`src/rtl/fsynth_pkg.sv`:
```
`timescale 1ns/1ps
package fsynth_pkg;
  localparam int unsigned SEL_W = 2;

  // post-divide ratio picked by the select field
  function automatic int unsigned post_ratio(input logic [SEL_W-1:0] sel);
    case (sel)
      2'b00:   return 2;
      2'b01:   return 4;
      2'b10:   return 8;
      default: return 1;
    endcase
  endfunction
endpackage

```
`src/rtl/fsynth_cfg_store.sv`:
```
`timescale 1ns/1ps
module fsynth_cfg_store
  import fsynth_pkg::*;
#(
  parameter int unsigned M_W = 9
) (
  input  logic                        clk,
  input  logic                        rst_n,
  input  logic                        sclk,
  input  logic                        sdata,
  input  logic                        sload,
  input  logic                        pload,
  input  logic [M_W-1:0]              pm,
  input  logic [SEL_W-1:0]            pn,
  output logic [M_W-1:0]              m,
  output logic [SEL_W-1:0]            n,
  output logic [M_W+SEL_W-1:0]        sr,
  output logic                        shift_ev
);
  localparam int unsigned SR_W = M_W + SEL_W;

  logic            sclk_q;
  logic [SR_W-1:0] sr_q;
  logic [SR_W-1:0] cfg_q;
  logic            par_open;
  logic            ser_open;

  assign shift_ev = sclk & ~sclk_q;
  assign par_open = ~pload;
  assign ser_open = sload & pload;   // parallel side wins when both open

  always_ff @(posedge clk) begin
    if (!rst_n) begin
      sclk_q <= 1'b0;
      sr_q   <= '0;
      cfg_q  <= '0;
    end else begin
      sclk_q <= sclk;
      if (shift_ev) sr_q <= {sr_q[SR_W-2:0], sdata};
      if (par_open)      cfg_q <= {pn, pm};
      else if (ser_open) cfg_q <= sr_q;
    end
  end

  assign n  = cfg_q[SR_W-1 -: SEL_W];
  assign m  = cfg_q[M_W-1:0];
  assign sr = sr_q;
endmodule

```
`src/rtl/fsynth_post_div.sv`:
```
`timescale 1ns/1ps
module fsynth_post_div
  import fsynth_pkg::*;
#(
  parameter int unsigned CNT_W = 4
) (
  input  logic             clk,
  input  logic             rst_n,
  input  logic [SEL_W-1:0] sel,
  input  logic             oe,
  output logic             out,
  output logic             phase,
  output logic             gate,
  output logic             wrap
);
  logic [CNT_W-1:0] cnt_q, cnt_d, lim;
  logic             phase_q, phase_d;
  logic             gate_q, gate_d;
  logic             out_q;

  always_comb begin
    lim     = CNT_W'(post_ratio(sel) - 1);
    wrap    = (cnt_q >= lim);
    cnt_d   = wrap ? '0 : cnt_q + 1'b1;
    phase_d = wrap ? ~phase_q : phase_q;
    // enable may only be taken while the next phase is low
    gate_d  = phase_d ? gate_q : oe;
  end

  always_ff @(posedge clk) begin
    if (!rst_n) begin
      cnt_q   <= '0;
      phase_q <= 1'b0;
      gate_q  <= 1'b0;
      out_q   <= 1'b0;
    end else begin
      cnt_q   <= cnt_d;
      phase_q <= phase_d;
      gate_q  <= gate_d;
      out_q   <= phase_d & gate_d;
    end
  end

  assign out   = out_q;
  assign phase = phase_q;
  assign gate  = gate_q;
endmodule

```
`src/rtl/fsynth_ref_mux.sv`:
```
`timescale 1ns/1ps
module fsynth_ref_mux (
  input  logic sel_xtal,
  input  logic ref_ext,
  input  logic ref_xtal,
  output logic ref_out
);
  assign ref_out = sel_xtal ? ref_xtal : ref_ext;
endmodule

```
`src/rtl/fsynth_ctrl.sv`:
```
`timescale 1ns/1ps
module fsynth_ctrl
  import fsynth_pkg::*;
#(
  parameter int unsigned M_W   = 9,
  parameter int unsigned CNT_W = 4
) (
  input  logic             clk_i,
  input  logic             rst_ni,
  input  logic             sclk_i,
  input  logic             sdata_i,
  input  logic             sload_i,
  input  logic             pload_i,
  input  logic [M_W-1:0]   pm_i,
  input  logic [1:0]       pn_i,
  input  logic             oe_i,
  input  logic             ref_sel_i,
  input  logic             ref_ext_i,
  input  logic             ref_xtal_i,
  output logic             ref_o,
  output logic [M_W-1:0]   m_o,
  output logic [1:0]       n_o,
  output logic             fout_o
);
  logic [M_W+SEL_W-1:0] sr_w;
  logic                 shift_ev_w;
  logic                 phase_w;
  logic                 gate_w;
  logic                 wrap_w;

  fsynth_cfg_store #(.M_W(M_W)) u_cfg (
    .clk      (clk_i),
    .rst_n    (rst_ni),
    .sclk     (sclk_i),
    .sdata    (sdata_i),
    .sload    (sload_i),
    .pload    (pload_i),
    .pm       (pm_i),
    .pn       (pn_i),
    .m        (m_o),
    .n        (n_o),
    .sr       (sr_w),
    .shift_ev (shift_ev_w)
  );

  fsynth_post_div #(.CNT_W(CNT_W)) u_div (
    .clk   (clk_i),
    .rst_n (rst_ni),
    .sel   (n_o),
    .oe    (oe_i),
    .out   (fout_o),
    .phase (phase_w),
    .gate  (gate_w),
    .wrap  (wrap_w)
  );

  fsynth_ref_mux u_ref (
    .sel_xtal (ref_sel_i),
    .ref_ext  (ref_ext_i),
    .ref_xtal (ref_xtal_i),
    .ref_out  (ref_o)
  );
endmodule

```
`config.mk`:
```
export PLATFORM = sky130hd
export DESIGN_NAME = fsynth_ctrl
export DESIGN_NICKNAME = d
export VERILOG_FILES = /design/src/rtl/fsynth_pkg.sv /design/src/rtl/fsynth_cfg_store.sv /design/src/rtl/fsynth_post_div.sv /design/src/rtl/fsynth_ref_mux.sv /design/src/rtl/fsynth_ctrl.sv
export SDC_FILE = /design/constraint.sdc
export NUM_CORES = 1
export LEC_CHECK = 0
export BUFFER_PORTS_ARGS = -buffer_cell sky130_fd_sc_hd__buf_2
export CORE_AREA = 2 2 68 54
export CTS_CLUSTER_DIAMETER = 50
export DETAILED_ROUTE_END_ITERATION = 10
export DIE_AREA = 0 0 70 56
export PLACE_DENSITY = 0.69
export SKIP_LAST_GASP = 1
export SYNTH_ARGS = -nofsm -noshare
export SYNTH_HDL_FRONTEND = slang
export SYNTH_SLANG_ARGS = --single-unit
```
`constraint.sdc`:
```
create_clock -name clk_i -period 1.9 [get_ports clk_i]
set_input_delay 0.095 -clock clk_i [delete_from_list [all_inputs] [get_ports clk_i]]
set_output_delay 0.095 -clock clk_i [all_outputs]
set_load 0.05 [all_outputs]
```
==> impl_summary.txt, run 1 <==
----------------------------------------------------
[Outcome]
  Run status ... complete, no violations

[Cells and area]
  Total of fill cells in the finished design ... 305
  Fraction of final layout cells sized beyond drive strength 1 ... 29.8%
  Ant. Diodes ... 0
  Final cell area excluding filler cells ... 1710 um^2
  Number of nets in the layout ... 209
  Multi-input gate area ... 757 um^2
  Area of all sequential standard cells ... 608 um^2
  Final Non-Filler Cells ... 221
  Synthesis-to-layout area growth ... 22.6%

[Power]
  Portion of total power attributed to sequential cells ... 42.2%
  Clock power frac ... 30.0%
  Worst IR drop on VDD ... 0.000526 V
  Combinational cell fraction of total power ... 27.8%
  Areal power density over the cells ... 1030 nW/um^2
  Leak Pwr ... 0.838 nW
  Internal power ... 1.21 mW
  Fraction of power spent switching nets ... 31.6%
  NetSw ... 0.556 mW

[Setup path]
  Endpoint required time on the critical path ... 2120 ps
  R2R cell count ... 7
  Signal arrival time at the worst endpoint ... 2030 ps
  Classification of the worst setup path ... flip-flop to flip-flop
  Reg-to-reg setup timing slack ... 90 ps
  Endpoint of the worst-slack reg-to-reg timing path ... u_div.phase
  Launch instance of the worst register-to-register path ... u_cfg.cfg_q[9]
  Maximum fanout along the worst path ... 5
  Critical path startpoint category ... flip-flop
  Crit. End Element ... flip-flop

[Place]
  Count of input and output buffers ... 33
  HPWL reported at the end of detailed placement ... 1960 um
  RePlAce Congestion ... 0.823
  Placed standard-cell area ... 1580 um^2
  Number of placed cells counting well taps ... 211

[Timing]
  Total count of hold-check failures in the final report ... 0
  Final max-slew violation count ... 0
  Final critical-path share of the clock period ... 95.0%
  Setup Skew ... 6.13 ps
  Final period demand of the worst path ... 1810 ps
  Worst hold margin ... 24.8 ps
  Normalized max-slew margin ... 53.1%
  Fmax ... 554 MHz
  Slew at the pin closest to its max-slew limit ... 703 ps
  Number of setup violations in the final report ... 0

[Drt]
  Remaining number of nets flagged by the antenna check after routing ... 0
  Total routed wirelength ... 2780 um
  Routed vias/inst ... 5.01
  Via count ... 1108
  DRC Markers ... 0
  Initial drt markers ... 43
  1st-pass router iterations ... 4
  WL/cell ... 12.6 um

[Synthesis]
  Register area share after synthesis ... 43.2%
  Top-area cell type share of the netlist area ... 43.2%
  Top flip-flop cell by instance count after synthesis ... sky130_fd_sc_hd__dfxtp_1
  EDFF count, synth ... 0
  Count of state elements after synthesis ... 30
  Async set-or-reset flop fraction in the synthesized netlist ... 0%
  Cell type with the largest total area after synthesis ... sky130_fd_sc_hd__dfxtp_1
  Synthesized area per cell ... 9.53 um^2
  Combined area of all synthesized cells ... 1390 um^2
  Cells taking the most area after synthesis ... sky130_fd_sc_hd__dfxtp_1 (43%), sky130_fd_sc_hd__nand2_1 (9.4%), sky130_fd_sc_hd__o211a_1 (7.9%), sky130_fd_sc_hd__ha_1 (7.2%), sky130_fd_sc_hd__mux2i_1 (7.2%)
  Number of standard cells after synthesis ... 146
  Total of warnings raised by yosys ... 0
  Most common cell in the synthesized netlist ... sky130_fd_sc_hd__nand2_1
  Post-synthesis net count ... 175
  Most common library cells after synthesis ... sky130_fd_sc_hd__nand2_1 (35), sky130_fd_sc_hd__dfxtp_1 (30), sky130_fd_sc_hd__o211a_1 (11)
  Unique cell type count in the Yosys netlist ... 31

[CTS]
  Hold_buf cts ... 0
  Buffer type at the clock tree root ... sky130_fd_sc_hd__clkbuf_8
  Clock Tree Buf Depth ... 2
  Total clock buffers created by CTS ... 5
  CTS sink count ... 30
  Maximum level of the CTS H-tree ... 2
  Clock transition at the registers of the reported paths ... 60 ps
  Clock latency reported for the late side of the worst-skew pair ... 290 ps
  Clock tree from TritonCTS ... built

[Die]
  Effective utilization at floorplan ... 43.5%
  Floorplan row count ... 18
  Core Box Area ... 3200 um^2
  Die area ... 3920 um^2
  Number of top-level pins ... 34
  Die extent in x ... 70 um
  Die height ... 56 um

[Global route]
  All-Layer GR Usage ... 15.3%
  First-pass GRT wire length ... 4600 um
  Total congestion overflow ... 0
  Pin count of the biggest net entering global routing ... 31
  Vias in the first global route ... 1018
  Number of antenna violations at the first check in global routing ... 0

[Min path]
  Startpoint of the most critical hold path ... pm_i[1]
  Path category of the worst min-delay check ... input port to flip-flop
  Min-Delay Endpoint ... u_cfg.cfg_q[1]
  Worst hold stages ... 2

[Flow run]
  Max Cap Viol ... 0

----------------------------------------------------
## layer usage
metal  wire [um]  track usage (%)  share of wire [%]  vias to the layer above
li1            -                -                  -                      568
met1        1260             17.6                 45                      504
met2        1280             24.4                 46                       28
met3         163             5.25                5.9                        8
met4          77             9.89                2.8                        0
met5           0                0                  0                        -
## registers in the layout, summed over array words and instances, names as in the netlist
signal        count
u_cfg.cfg_q      11
u_cfg.sr         11
u_div.cnt_q       4
u_cfg.sclk_q      1
u_div.gate        1
u_div.out         1
u_div.phase       1
## layout by cell type (no fill, tap or decap), types with 4 or more instances in the layout
cell type,netlist,final
sky130_fd_sc_hd__buf_2,2,33
sky130_fd_sc_hd__mux2i_1,10,10
sky130_fd_sc_hd__clkbuf_8,0,6
sky130_fd_sc_hd__dfxtp_1,30,28
sky130_fd_sc_hd__ha_1,8,7
sky130_fd_sc_hd__a21boi_0,5,5
sky130_fd_sc_hd__inv_1,5,5
sky130_fd_sc_hd__a21boi_1,7,6
sky130_fd_sc_hd__o211a_1,11,11
sky130_fd_sc_hd__nand2_1,35,35
sky130_fd_sc_hd__nor2_1,5,4
## logic make-up after synthesis
logic type | after synthesis | synth area share, %
multiplexers | 11 | 8.00
flip-flops | 30 | 43.2
buffers and inverters | 13 | 3.69
XOR/XNOR | 3 | 1.89
adder cells (fa/ha/maj) | 8 | 7.19
AND/OR/NAND/NOR | 50 | 15.9
AO/OA/AOI/OAI | 31 | 20.1
## worst max-delay path by stage
stage	startpoint	endpoint	slack (ps)	cells after the start
floorplan	u_cfg.cfg_q[9]	u_div.out	30	6
global placement	u_cfg.cfg_q[9]	u_div.out	130	7
detailed placement	u_cfg.cfg_q[9]	u_div.cnt_q[3]	40	7
CTS	u_cfg.cfg_q[9]	u_div.phase	20	7
global route	u_cfg.cfg_q[9]	u_div.phase	-9	8
finish	u_cfg.cfg_q[9]	u_div.phase	90	7
## power by group through the flow
stage                     Sequential (mW)  Combinational, mW  Clock [mW]
final                               0.743              0.490       0.529
after global routing                0.751              0.537       0.573
after CTS                           0.741              0.443       0.544
after detailed placement            0.755              0.441           0
after global placement              0.749              0.420           0
after floorplan                     0.807              0.295           0
## layout make-up
| type | instances | share of cell area (%) |
|---|---|---|
| clock buffer | 7 | 5.06 |
| sequential | 30 | 35.7 |
| multi-input combinational | 103 | 44.4 |
| tap | 40 | 2.93 |
| inverter | 5 | 1.10 |
| clock inverter | 1 | 0.293 |
| timing repair buffer | 35 | 10.6 |
## per-stage QoR
step                util [%]  setup slack, ps  TNS (ps)  power [mW]
detailed placement      49.5             41.9         0        1.20
global route            53.3            -8.59     -8.59        1.86
CTS                     52.3             24.7         0        1.73
floorplan                  -             25.2         0        1.10
global placement        49.5              130         0        1.17
finish                  53.3             94.7         0        1.76
## timing repair
action,4_1_cts,5_1_grt
resized for setup,0,5
setup buffers,0,2
endpoints found under the hold margin,0,0
setup endpoints to repair,0,7
## worst max-delay path, stage by stage (launching register included)
cell	delay [ps]
sky130_fd_sc_hd__dfxtp_4	350
sky130_fd_sc_hd__inv_1	60
sky130_fd_sc_hd__ha_1	290
sky130_fd_sc_hd__ha_1	310
sky130_fd_sc_hd__a2111oi_4	70
sky130_fd_sc_hd__buf_4	160
sky130_fd_sc_hd__or3_4	380
sky130_fd_sc_hd__a21boi_2	120
Note: power is estimated with default switching activity, not from simulation.
==> run 2, diff against run 1 <==
==> constraint.sdc (replaced) <==
create_clock -name clk_i -period 1.9 [get_ports clk_i]
set_input_delay 0.095 -clock clk_i [delete_from_list [all_inputs] [get_ports clk_i]]
set_output_delay 0.095 -clock clk_i [all_outputs]
set_load 0.1 [all_outputs]
==> impl_summary.txt, run 2 (synthesis results as in run 1) <==
----------------------------------------------------
[Die]
  Floorplan row count ... 18 (unchanged)
  Core Box Area ... 3200 um^2 (unchanged)
  Die area ... 3920 um^2 (unchanged)
  Effective utilization at floorplan ... 43.5% (unchanged)
  Die height ... 56 um (unchanged)
  Number of top-level pins ... 34 (unchanged)
  Die extent in x ... 70 um (unchanged)

[Global route]
  Vias in the first global route ... 1019 (was 1018)
  All-Layer GR Usage ... 14.5% (was 15.3%)
  Pin count of the biggest net entering global routing ... 31 (unchanged)
  Total congestion overflow ... 0 (unchanged)
  Number of antenna violations at the first check in global routing ... 0 (unchanged)
  First-pass GRT wire length ... 4510 um (was 4600 um)

[CTS]
  Postcts setup bufs ... 0 (unchanged)
  Maximum level of the CTS H-tree ... 2 (unchanged)
  Total clock buffers created by CTS ... 5 (unchanged)
  Clock latency reported for the late side of the worst-skew pair ... 280 ps (was 290 ps)
  Hold_buf cts ... 0 (unchanged)
  CTS sink count ... 30 (unchanged)
  Clock tree from TritonCTS ... built (unchanged)
  Clock transition at the registers of the reported paths ... 60 ps (about the same)
  Clock Tree Buf Depth ... 2 (unchanged)
  Post-cts gate resize count ... 0 (unchanged)
  Buffer type at the clock tree root ... sky130_fd_sc_hd__clkbuf_8 (unchanged)

[Outcome]
  Run status ... complete, no violations (unchanged)

[Min path]
  Path category of the worst min-delay check ... input port to flip-flop (unchanged)
  Startpoint of the most critical hold path ... pm_i[5] (was pm_i[1])
  Worst hold stages ... 2 (unchanged)
  Min-Delay Endpoint ... u_cfg.cfg_q[5] (was u_cfg.cfg_q[1])

[Cells and area]
  Final Non-Filler Cells ... 220 (was 221)
  Leading cell type in the layout, fill and taps excluded ... sky130_fd_sc_hd__nand2_1 (unchanged)
  Share of the core filled with cells in the final layout ... 54.7% (was 53.3%)
  Synthesis-to-layout area growth ... 25.8% (was 22.6%)
  Fraction of final layout cells sized beyond drive strength 1 ... 31.7% (was 29.8%)
  Number of nets in the layout ... 208 (was 209)
  Commonest non-fill, non-tap cells in the layout ... sky130_fd_sc_hd__nand2_1 (35), sky130_fd_sc_hd__buf_2 (33), sky130_fd_sc_hd__dfxtp_1 (28) (unchanged)
  Total of fill cells in the finished design ... 293 (was 305)
  Ant. Diodes ... 0 (unchanged)

[Setup path]
  Signal arrival time at the worst endpoint ... 1970 ps (was 2030 ps)
  Crit. End Element ... flip-flop (unchanged)
  R2R cell count ... 8 (was 7)
  Launch instance of the worst register-to-register path ... u_cfg.cfg_q[9] (unchanged)
  CP cell instances ... inv_4 > ha_4 > xnor2_1 > ha_2 > o21a_1 > nor2_2 > or3_1 > a21boi_1 (was inv_1 > ha_1 > ha_1 > a2111oi_4 > buf_4 > or3_4 > a21boi_2)
  Slowest stage delay, CP ... 370 ps (was 380 ps)
  Reg-to-reg setup timing slack ... 140 ps (was 90 ps)
  Critical path startpoint category ... flip-flop (unchanged)
  Endpoint of the worst-slack reg-to-reg timing path ... u_div.phase (unchanged)
  Critical-path top delay cell ... sky130_fd_sc_hd__dfxtp_4 (was sky130_fd_sc_hd__or3_4)
  Classification of the worst setup path ... flip-flop to flip-flop (unchanged)
  Endpoint required time on the critical path ... 2100 ps (was 2120 ps)
  Maximum fanout along the worst path ... 5 (unchanged)

[Drt]
  Remaining number of nets flagged by the antenna check after routing ... 0 (unchanged)
  1st-pass router iterations ... 4 (unchanged)
  Via count ... 1077 (was 1108)
  Total routed wirelength ... 2730 um (was 2780 um)
  Routed vias/inst ... 4.90 (was 5.01)
  WL/cell ... 12.4 um (was 12.6 um)
  Initial drt markers ... 47 (was 43)
  DRC Markers ... 0 (unchanged)

[Place]
  HPWL reported at the end of detailed placement ... 1950 um (was 1960 um)
  Count of input and output buffers ... 33 (unchanged)
  Number of placed cells counting well taps ... 212 (was 211)
  RePlAce Congestion ... 0.792 (was 0.823)
  Post-place setup slack ... 105 ps (was 41.9 ps)

[Power]
  Combinational cell fraction of total power ... 30.2% (was 27.8%)
  Fraction of power spent switching nets ... 34.4% (was 31.6%)
  Areal power density over the cells ... 1040 nW/um^2 (was 1030 nW/um^2)
  Worst IR drop on VDD ... 0.000522 V (was 0.000526 V)
  Clock power frac ... 28.6% (was 30.0%)
  NetSw ... 0.628 mW (was 0.556 mW)
  Internal power ... 1.20 mW (was 1.21 mW)
  Portion of total power attributed to sequential cells ... 41.2% (was 42.2%)
  Leak Pwr ... 0.832 nW (was 0.838 nW)

[Timing]
  Final max-slew violation count ... 0 (unchanged)
  Fmax ... 567 MHz (was 554 MHz)
  Normalized max-slew margin ... 67.3% (was 53.1%)
  Number of setup violations in the final report ... 0 (unchanged)
  Setup repair after global routing missed its margin ... no
  Crit path setup slack, layout ... 137 ps (was 94.7 ps)
  Setup Skew ... 4.71 ps (was 6.13 ps)
  Final critical-path share of the clock period ... 92.8% (was 95.0%)
  Slew at the pin closest to its max-slew limit ... 495 ps (was 703 ps)
  Total count of hold-check failures in the final report ... 0 (unchanged)
  Final period demand of the worst path ... 1760 ps (was 1810 ps)

[Flow run]
  Max Cap Viol ... 0 (unchanged)

----------------------------------------------------
run 2: cell count changes in the layout (fill, tap and decap cells not counted), sizes merged:
cell  delta
buf      -1
run 2: power by group through the flow:
stage,combinational (mW),sequential [mW],clock (mW)
2_1_floorplan,0.330,0.882,0
3_3_place_gp,0.530,0.758,0
3_5_place_dp,0.556,0.764,0
4_1_cts,0.557,0.750,0.541
5_1_grt,0.595,0.761,0.558
6_report,0.551,0.751,0.523
run 2: worst max path at each step:
stage                     slack, ps            from     endpoint  cells past startpoint
after floorplan                  -2  u_cfg.cfg_q[9]    u_div.out                      6
after global placement          180  u_cfg.cfg_q[9]    u_div.out                      8
after detailed placement        110  u_cfg.cfg_q[9]  u_div.phase                      8
after CTS                        90  u_cfg.cfg_q[9]  u_div.phase                      8
after global routing             30  u_cfg.cfg_q[9]  u_div.phase                      8
final                           140  u_cfg.cfg_q[9]  u_div.phase                      8
run 2: cell type report:
class	instances	area [um^2]	area share, %
multi-input combinational	103	807	46.1
inverter	5	21.3	1.22
sequential	30	608	34.7
clock inverter	1	5.00	0.286
timing repair buffer	34	173	9.86
tap	40	50.0	2.86
clock buffer	7	86.3	4.93
run 2: per-layer routing:
metal	global-route usage, %	routed length (um)	up-vias
met3	5.25	112	2
met2	23.5	1260	23
li1	-	-	567
met4	4.95	13	0
met5	0	0	-
met1	17.8	1350	485
run 2: worst max-delay path, delay by kind of cell, from the launching register on:
kind                       cells  cell delay [ps]
buffers and inverters          1               50
AOI/OAI and AO/OA              2              270
adders and majority gates      2              470
xor gates and xnor gates       1              130
DFF                            1              370
and+or+nand+nor                2              390
run 2: through the flow:
stage / cell area [um^2] / TNS [ps] / hold slack [ps] / power [mW]
6_report: 1750 / 0 / 36.9 / 1.83
3_3_place_gp: 1660 / 0 / 315 / 1.29
2_1_floorplan: 1470 / -3.64 / 222 / 1.21
5_1_grt: 1750 / 0 / 37.4 / 1.91
3_5_place_dp: 1660 / 0 / 322 / 1.32
4_1_cts: 1750 / 0 / 28.7 / 1.85
